--- src/rtl/rtc_evt_pkg.sv ---
// Package rtc_evt_pkg
// Holds the bit positions of the status register and the bounds of the
// field that software may write without unlocking. Positions are fixed
// because software decodes them.
package rtc_evt_pkg;
    localparam int REG_W     = 32;
    localparam int B_SHIFT   = 0;
    localparam int B_SYNC    = 1;
    localparam int B_INITS   = 2;
    localparam int B_INITF   = 3;
    localparam int B_INITREQ = 4;
    localparam int B_RECAL   = 5;
    localparam int B_EVT0    = 8;   // six primary event flags at 8..13
    localparam int N_PRIM    = 6;
    localparam int B_TAMP    = 16;  // tamper flags from here upward
    localparam int OPEN_LO   = 8;
    localparam int OPEN_HI   = 13;

    // Register position of event index k (0..5 primary, 6.. tamper)
    function automatic int evt_pos(input int k);
        return (k < N_PRIM) ? (B_EVT0 + k) : (B_TAMP + k - N_PRIM);
    endfunction
endpackage

--- src/rtl/rtc_w0c_flag.sv ---
// Module rtc_w0c_flag
// One flag bit that hardware sets and software clears by writing 0.
// Priority: hold_clr first, then the hardware set, then the software clear.
// Assumes wr_ok already includes write protection for this bit.
module rtc_w0c_flag (
    input  logic clk,
    input  logic rst_n,
    input  logic hold_clr,
    input  logic set,
    input  logic wr_ok,
    input  logic wr_bit,
    output logic q
);
    // Update the flag with hold, set, and clear-by-zero priority
    always_ff @(posedge clk) begin
        if (!rst_n)                q <= 1'b0;
        else if (hold_clr)         q <= 1'b0;
        else if (set)              q <= 1'b1;
        else if (wr_ok && !wr_bit) q <= 1'b0;
    end
endmodule

--- src/rtl/rtc_pend_flag.sv ---
// Module rtc_pend_flag
// A pending bit owned by hardware: it is raised by a start pulse and
// dropped by a done pulse. Start wins when both pulses arrive together.
// Software has no path into it.
module rtc_pend_flag (
    input  logic clk,
    input  logic rst_n,
    input  logic start,
    input  logic done,
    output logic q
);
    // Track the pending state between start and done
    always_ff @(posedge clk) begin
        if (!rst_n)    q <= 1'b0;
        else if (start) q <= 1'b1;
        else if (done)  q <= 1'b0;
    end
endmodule

--- src/rtl/rtc_init_seq.sv ---
// Module rtc_init_seq
// Holds the initialization request bit and reports init-active once the
// request has been held for DELAY edges. Active drops in the same cycle
// the request drops. Assumes DELAY >= 1 and that wr_ok already includes
// write protection.
module rtc_init_seq #(
    parameter int DELAY = 2
) (
    input  logic clk,
    input  logic rst_n,
    input  logic wr_ok,
    input  logic wr_bit,
    output logic req,
    output logic active
);
    localparam int CW = $clog2(DELAY + 1);

    logic [CW-1:0] cnt;

    // Request bit written by software
    always_ff @(posedge clk) begin
        if (!rst_n)     req <= 1'b0;
        else if (wr_ok) req <= wr_bit;
    end

    // Settling counter that runs while the request is held
    always_ff @(posedge clk) begin
        if (!rst_n || !req)           cnt <= '0;
        else if (cnt != CW'(DELAY))   cnt <= cnt + 1'b1;
    end

    assign active = req && (cnt == CW'(DELAY));
endmodule

--- src/rtl/rtc_evt_status.sv ---
// Module rtc_evt_status
// Status and event flag register of a real-time clock. Event pulses set
// flags. Software reads the register and clears flags by writing 0.
// Bits OPEN_LO..OPEN_HI accept writes at any time; other writable bits
// need wr_unlocked. Each event flag is ANDed with its enable and the
// results are ORed into irq. Assumes all ev_* inputs are one-cycle pulses
// in the clk domain.
module rtc_evt_status
    import rtc_evt_pkg::*;
#(
    parameter int NTAMP      = 3,
    parameter int INIT_DELAY = 2
) (
    input  logic                 clk,
    input  logic                 rst_n,
    input  logic                 wr_en,
    input  logic                 wr_unlocked,
    input  logic [REG_W-1:0]     wr_data,
    output logic [REG_W-1:0]     rd_data,
    input  logic                 ev_alarm_a,
    input  logic                 ev_alarm_b,
    input  logic                 ev_wakeup,
    input  logic                 ev_tstamp,
    input  logic                 ev_itstamp,
    input  logic [NTAMP-1:0]     ev_tamper,
    input  logic                 ev_sync,
    input  logic                 ev_shift_start,
    input  logic                 ev_shift_done,
    input  logic                 ev_cal_write,
    input  logic                 ev_cal_applied,
    input  logic                 shadow_bypass,
    input  logic                 year_nonzero,
    input  logic [NTAMP+5:0]     irq_en,
    output logic                 irq
);
    localparam int NEVT = N_PRIM + NTAMP;

    logic            wr_open;
    logic            wr_lock;
    logic [NEVT-1:0] evt_set;
    logic [NEVT-1:0] evt_q;
    logic            tsovf_set;
    logic            shift_q;
    logic            sync_q;
    logic            recal_q;
    logic            init_req;
    logic            init_act;
    logic            sync_hold;
    logic            unused_wr_bits;

    assign wr_open = wr_en;
    assign wr_lock = wr_en && wr_unlocked;

    // Overflow sets only when a time-stamp repeats with the flag still up
    assign tsovf_set = ev_tstamp && evt_q[3];
    assign evt_set   = {ev_tamper, ev_itstamp, tsovf_set, ev_tstamp,
                        ev_wakeup, ev_alarm_b, ev_alarm_a};

    // One clear-by-zero cell per event flag; the open field needs no unlock
    for (genvar k = 0; k < NEVT; k++) begin : g_evt
        localparam int POS = evt_pos(k);
        if (POS >= OPEN_LO && POS <= OPEN_HI) begin : g_open
            rtc_w0c_flag u_flag (
                .clk(clk), .rst_n(rst_n), .hold_clr(1'b0),
                .set(evt_set[k]), .wr_ok(wr_open),
                .wr_bit(wr_data[POS]), .q(evt_q[k])
            );
        end else begin : g_prot
            rtc_w0c_flag u_flag (
                .clk(clk), .rst_n(rst_n), .hold_clr(1'b0),
                .set(evt_set[k]), .wr_ok(wr_lock),
                .wr_bit(wr_data[POS]), .q(evt_q[k])
            );
        end
    end

    assign sync_hold = init_act || shift_q || shadow_bypass;

    rtc_w0c_flag u_sync (
        .clk(clk), .rst_n(rst_n), .hold_clr(sync_hold),
        .set(ev_sync), .wr_ok(wr_lock),
        .wr_bit(wr_data[B_SYNC]), .q(sync_q)
    );

    rtc_pend_flag u_shift (
        .clk(clk), .rst_n(rst_n), .start(ev_shift_start),
        .done(ev_shift_done), .q(shift_q)
    );

    rtc_pend_flag u_recal (
        .clk(clk), .rst_n(rst_n), .start(ev_cal_write),
        .done(ev_cal_applied), .q(recal_q)
    );

    rtc_init_seq #(.DELAY(INIT_DELAY)) u_init (
        .clk(clk), .rst_n(rst_n), .wr_ok(wr_lock),
        .wr_bit(wr_data[B_INITREQ]), .req(init_req), .active(init_act)
    );

    // Assemble the read view from all flag sources
    always_comb begin
        rd_data            = '0;
        rd_data[B_SHIFT]   = shift_q;
        rd_data[B_SYNC]    = sync_q;
        rd_data[B_INITS]   = year_nonzero;
        rd_data[B_INITF]   = init_act;
        rd_data[B_INITREQ] = init_req;
        rd_data[B_RECAL]   = recal_q;
        for (int k = 0; k < NEVT; k++) rd_data[evt_pos(k)] = evt_q[k];
    end

    assign irq = |(evt_q & irq_en);

    // Write data bits with no storage behind them are read into a sink
    assign unused_wr_bits = ^wr_data;
endmodule

--- config.mk ---
export PLATFORM = sky130hd
export DESIGN_NAME = rtc_evt_status
export DESIGN_NICKNAME = d
export VERILOG_FILES = /design/src/rtl/rtc_evt_pkg.sv /design/src/rtl/rtc_w0c_flag.sv /design/src/rtl/rtc_pend_flag.sv /design/src/rtl/rtc_init_seq.sv /design/src/rtl/rtc_evt_status.sv
export SDC_FILE = /design/constraint.sdc
export NUM_CORES = 1
export LEC_CHECK = 0
export BUFFER_PORTS_ARGS = -buffer_cell sky130_fd_sc_hd__buf_2
export CAP_MARGIN = 20
export CORE_ASPECT_RATIO = 0.6
export CORE_UTILIZATION = 35
export CTS_BUF_LIST = sky130_fd_sc_hd__clkbuf_4 sky130_fd_sc_hd__clkbuf_8
export CTS_CLUSTER_SIZE = 25
export DETAILED_ROUTE_END_ITERATION = 16
export GPL_TIMING_DRIVEN = 0
export HOLD_SLACK_MARGIN = 0.12
export PLACE_DENSITY = 0.77
export SLEW_MARGIN = 15
export SYNTH_ARGS = -nofsm -noshare
export SYNTH_HDL_FRONTEND = slang
export SYNTH_SLANG_ARGS = --single-unit
export TNS_END_PERCENT = 50
--- constraint.sdc ---
create_clock -name clk -period 1.35 [get_ports clk]
set_input_delay 0.27 -clock clk [delete_from_list [all_inputs] [get_ports clk]]
set_output_delay 0.27 -clock clk [all_outputs]
set_load 0.005 [all_outputs]
; Word level (Yosys, flattened, before mapping)
; Index checks and enable logic that the tools add are counted.
[totals]
reg_bits = 15
input_bits = 60
out_inout_bits = 33
[op_classes]
addsub = 1
n_eq_ne = 2
mux = 24
n_bitwise = 2
n_reduce_logical = 42
[ops]
columns = operator, count
row1 = $mux 1, 24
row2 = $reduce_bool 2->1, 12
row3 = $logic_and 1x1->1, 13
row4 = $logic_not 1->1, 12
row5 = $and 9x9->9, 1
row6 = $reduce_or 9->1, 1
row7 = $logic_or 1x1->1, 3
row8 = $add 2x1->2 const B, 1
row9 = $eq 2x2->1 const B, 1
row10 = $ne 2x2->1 const B, 1
row11 = $reduce_or 2->1, 1
row12 = $not 1->1, 1

; Logic depth before layout (Yosys ltp)
[depth]
depth_word = 5
mapped_depth = 5
ltp_nobuf = 5

; By module
; From an unflattened synthesis, not the netlist that was laid out.
[unflattened]
cells_unflattened = 92
hier_area_um2 = 922.1
[modules_own_cells]
columns = module, n_inst, cells_each, area_each_um2, seq_area_each_um2
row1 = rtc_w0c_flag, 10, 4, 46.3, 20.0
row2 = rtc_evt_status, 1, 32, 241.5, 0.0
row3 = rtc_init_seq, 1, 14, 135.1, 60.1
row4 = rtc_pend_flag, 2, 3, 41.3, 20.0

; Least setup slack after synthesis
; No wires, ideal clock.
[synth_path]
path_kind = register to output
start = reg u_init.cnt[0]
end = out rd_data[3]
arrival_ns = 0.877
required_time_ns = 1.080
slack_ns = 0.203
path_stages_with_launch = 5
path_buffers = 1
path_cell_list = dfxtp_1 > inv_1 > ha_1 > and2_1 > buf_4
[synth_between]
elab_chain_len = 2
[synth_lines]
columns = item, line
row1 = "start, declared", rtc_init_seq.sv:18  ; logic [CW-1:0] cnt;
row2 = "start signal, assigned", rtc_init_seq.sv:29  ; else if (cnt != CW'(DELAY)) cnt <= cnt + 1'b1;
row3 = $eq 2x2->1, rtc_init_seq.sv:32  ; assign active = req && (cnt == CW'(DELAY));
row4 = $logic_and 1x1->1, rtc_init_seq.sv:32
row5 = "end, declared", rtc_evt_status.sv:19  ; output logic [REG_W-1:0] rd_data,
; Every way passes these cells.

; Worst setup path in the final report
[layout_path]
start = reg g_evt[0].g_open.u_flag.q
end = out irq
[layout_between]
elab_chain_len = 2
[layout_lines]
columns = item, line
row1 = "start, declared", rtc_w0c_flag.sv:12  ; output logic q
row2 = "start signal, assigned", rtc_w0c_flag.sv:16  ; if (!rst_n) q <= 1'b0;
row3 = "start signal, assigned", rtc_w0c_flag.sv:17  ; else if (hold_clr) q <= 1'b0;
row4 = "start signal, assigned", rtc_w0c_flag.sv:18  ; else if (set) q <= 1'b1;
row5 = $and 9x9->9, rtc_evt_status.sv:112  ; assign irq = |(evt_q & irq_en);
row6 = $reduce_or 9->1, rtc_evt_status.sv:112
row7 = "end, declared", rtc_evt_status.sv:34  ; output logic irq
; Every way passes these cells.

==> metrics.md <==
| Metric | Value |
|---|---|
| Part of the power in registers | 44.1% |
| Clock Path Buffers | 2 |
| First-pass GRT wire length | 2900 µm |
| Pwr dens | 856 nW/µm² |
| Crit path arrival time | 1.24 ns |
| Antenna violations before repair | 0 |
| Clk sinks | 15 |
| Util after Layout | 57.4% |
| DRC | 0 |
| Vias post-DR | 818 |
| Post-CTS Setup Inserts | 0 |
| Maximum fanout along the worst path | 3 |
| Die Area | 2690 µm² |
| Antenna Nets Post-Route | 0 |
| Area Overhead vs Synth | 49.4% |
| Clock power share | 34.4% |
| Number of flops mapped to enable cells by yosys | 0 |
| Comb pwr share | 21.5% |
| Vias in the first global route | 654 |
| GRT overflow | 0 |
| Primary FF master, synth | dfxtp_1 |
| Setup Viol. Count Final | 2 |
| CP Data Required Time | 1.08 ns |
| Register area | 303 µm² |
| FF-to-FF setup slack | 0.42 ns |
| Sw Ratio | 23.4% |
| Ant. Diodes | 0 |
| Sequential fraction of the synthesis area | 34.5% |
| Mapped Area | 870 µm² |
| Die Y | 40.6 µm |
| Cell area after layout | 1300 µm² |
| Vias/cell | 4.01 |
| Clk_lat worst skew | 0.24 ns |
| Hold-fix buffers, CTS | 0 |
| Non-filler instance count after layout | 204 |
| Post-Syn Instances | 101 |
| DIE WIDTH | 66.4 µm |
| Area occupied by multi-input gates | 367 µm² |
| Post-synthesis cell type count | 21 |
| Max-cap viol count | 0 |
| Synth Register Bits | 15 |
| Htree depth | 1 |
| Setup TNS Final | -0.260 ns |
| Slowest stage delay, CP | 0.32 ns |
| Period utilization | 112% |
| Placed cells | 200 |
| Hold Vio Cnt, Final | 0 |
| Final nets | 236 |
| CTS root buf | clkbuf_8 |
| Critical Path Sink Type | output pin |
| Post-DP HPWL | 1710 µm |
| Leakage power | 0.000736 µW |
| CTS clock-pin slew for the worst setup and hold paths | 0.06 ns |
| Final WL | 2010 µm |
| Worst path cell trace | a22o_1 > a221oi_2 > nand3_1 > buf_2 |
| Slew Viols, Final | 0 |
| F_max | 664 MHz |
| Status | complete, but fails checks |
| Top cells by area, synth | dfxtp_1 35%, buf_4 28%, o21a_1 6.9%, a21boi_0 6.0%, o21ai_0 4.0% |
| Ports | 93 |
| Pint | 852 µW |
| FP Rows | 13 |
| Slowest-stage cell, CP | dfxtp_2 |
| Clock skew | 0.000641 ns |
| Fin crit period | 1.51 ns |
| Ys async rst share | 0% |
| Setup CP Type | reg2out |
| Failing checks | setup timing |
| Hold crit path type | in2reg |
| Wire length per cell | 9.83 µm |
| FILL cells | 211 |
| Setup ws final | -0.156 ns |
| Switching pwr | 260 µW |
| CTS buffer count | 3 |
| Port buffer count | 53 |
| Gpl congestion | 0.676 |
| CORE AREA | 2260 µm² |
| Largest net degree at the start of global routing | 11 |
| Yosys warns | 0 |
| Avg Inst Size Synth | 8.61 µm² |
| Peak supply drop | 0.548 mV |
| Clock tree from TritonCTS | done |
| Crit start category | flip-flop |
| RSZ-0062 raised after global routing | yes |
| Leading area contributor after synthesis | dfxtp_1 |
| Initial core utilization | 38.5% |
| Placed inst area | 1230 µm² |
| Synth top area share | 34.5% |
| DRT iter0 DRCs | 10 |
| Share of cells above drive strength 1 | 55.7% |
| DR pass1 iterations | 4 |
| All-Layer GR Usage | 15.7% |
## path summary, 6_finish.rpt
kind / endpoint / startpoint / cells past startpoint
setup / recovery: irq / g_evt[0].g_open.u_flag.q$_SDFFE_PN0P_ / 4
hold reg to reg: u_sync.q$_SDFFE_PP0P_ / u_sync.q$_SDFFE_PP0P_ / 2
hold / removal: u_recal.q$_SDFFE_PN0P_ / ev_cal_write / 2
setup reg to reg: u_sync.q$_SDFFE_PP0P_ / u_init.cnt[0]$_SDFFE_PP0P_ / 4
## layout by cell type, fill, tap and decap left out, types with 3 or more instances in the layout
cell,count
a21boi_0,7
buf_2,53
inv_1,7
clkbuf_8,3
nand2_1,4
o21a_1,8
buf_4,33
dfxtp_1,13
nor2_1,4
o21ai_0,7
conb_1,17
## cell usage after synthesis, drive strengths merged (2+ instances only)
cell type / count
o21a: 8
nand3: 2
nor2: 4
inv: 8
buf: 33
nor2b: 2
o21ai: 7
a21boi: 7
dfxtp: 15
nand2: 5
## power groups by stage
stage	Combinational (µW)	Sequential [µW]	Clock, µW
floorplan	143	493	0
global placement	233	497	0
detailed placement	239	499	0
CTS	240	490	396
global route	269	493	426
finish	239	490	382
## per-stage QoR
stage / power (µW) / setup slack [ns] / hold WS [ns]
floorplan: 636 / 0.203 / 0.394
global placement: 730 / -0.00300 / 0.472
detailed placement: 738 / 0.00591 / 0.477
CTS: 1130 / -0.173 / 0.228
global route: 1190 / -0.206 / 0.223
finish: 1110 / -0.156 / 0.232
## worst max-delay path, delay by kind of cell, from the launching register on
family                 cells  cell delay (ns)
AO/OA/AOI/OAI              2             0.44
flip-flops                 1             0.32
AND/OR/NAND/NOR            1             0.10
buffers and inverters      1             0.14
## repair_timing
item                       4_1_cts  5_1_grt
setup endpoints to repair        2        2
pin swaps                        2        0
gates resized for setup          6        0
## logic make-up (layout without fill, tap and decap cells)
| group | after synthesis | after routing | share of synthesized area (%) |
|---|---|---|---|
| buffers and inverters | 41 | 98 | 31.9 |
| AO/OA/AOI/OAI | 28 | 28 | 23.2 |
| other | 1 | 17 | 0.431 |
| AND/OR/NAND/NOR | 14 | 14 | 7.48 |
| flip-flops | 15 | 15 | 34.5 |
| XOR/XNOR | 1 | 1 | 1.01 |
| adder cells (fa/ha/maj) | 1 | 1 | 1.44 |
## sequential cells by signal (all words and copies together), names as in the netlist
name,flops
g_evt.g_open.u_flag.q,6
g_evt.g_prot.u_flag.q,3
u_init.cnt,2
u_init.req,1
u_recal.q,1
u_shift.q,1
u_sync.q,1
## metal layers
metal | track usage [%] | part of all wire (%) | vias up
li1 | - | - | 430
met1 | 19.2 | 44 | 349
met2 | 26.5 | 47 | 37
met3 | 5.83 | 7.5 | 2
met4 | 4.79 | 0.95 | 0
met5 | 0 | 0 | -
## area by class of cell
| type | instances | area share, % |
|---|---|---|
| timing repair buffer | 53 | 20.4 |
| sequential | 15 | 23.3 |
| multi-input combinational | 61 | 28.2 |
| tap | 30 | 2.89 |
| inverter | 8 | 2.31 |
| clock buffer | 4 | 3.76 |
| buffer | 33 | 19.1 |
Note: power is estimated with default switching activity, not from simulation.
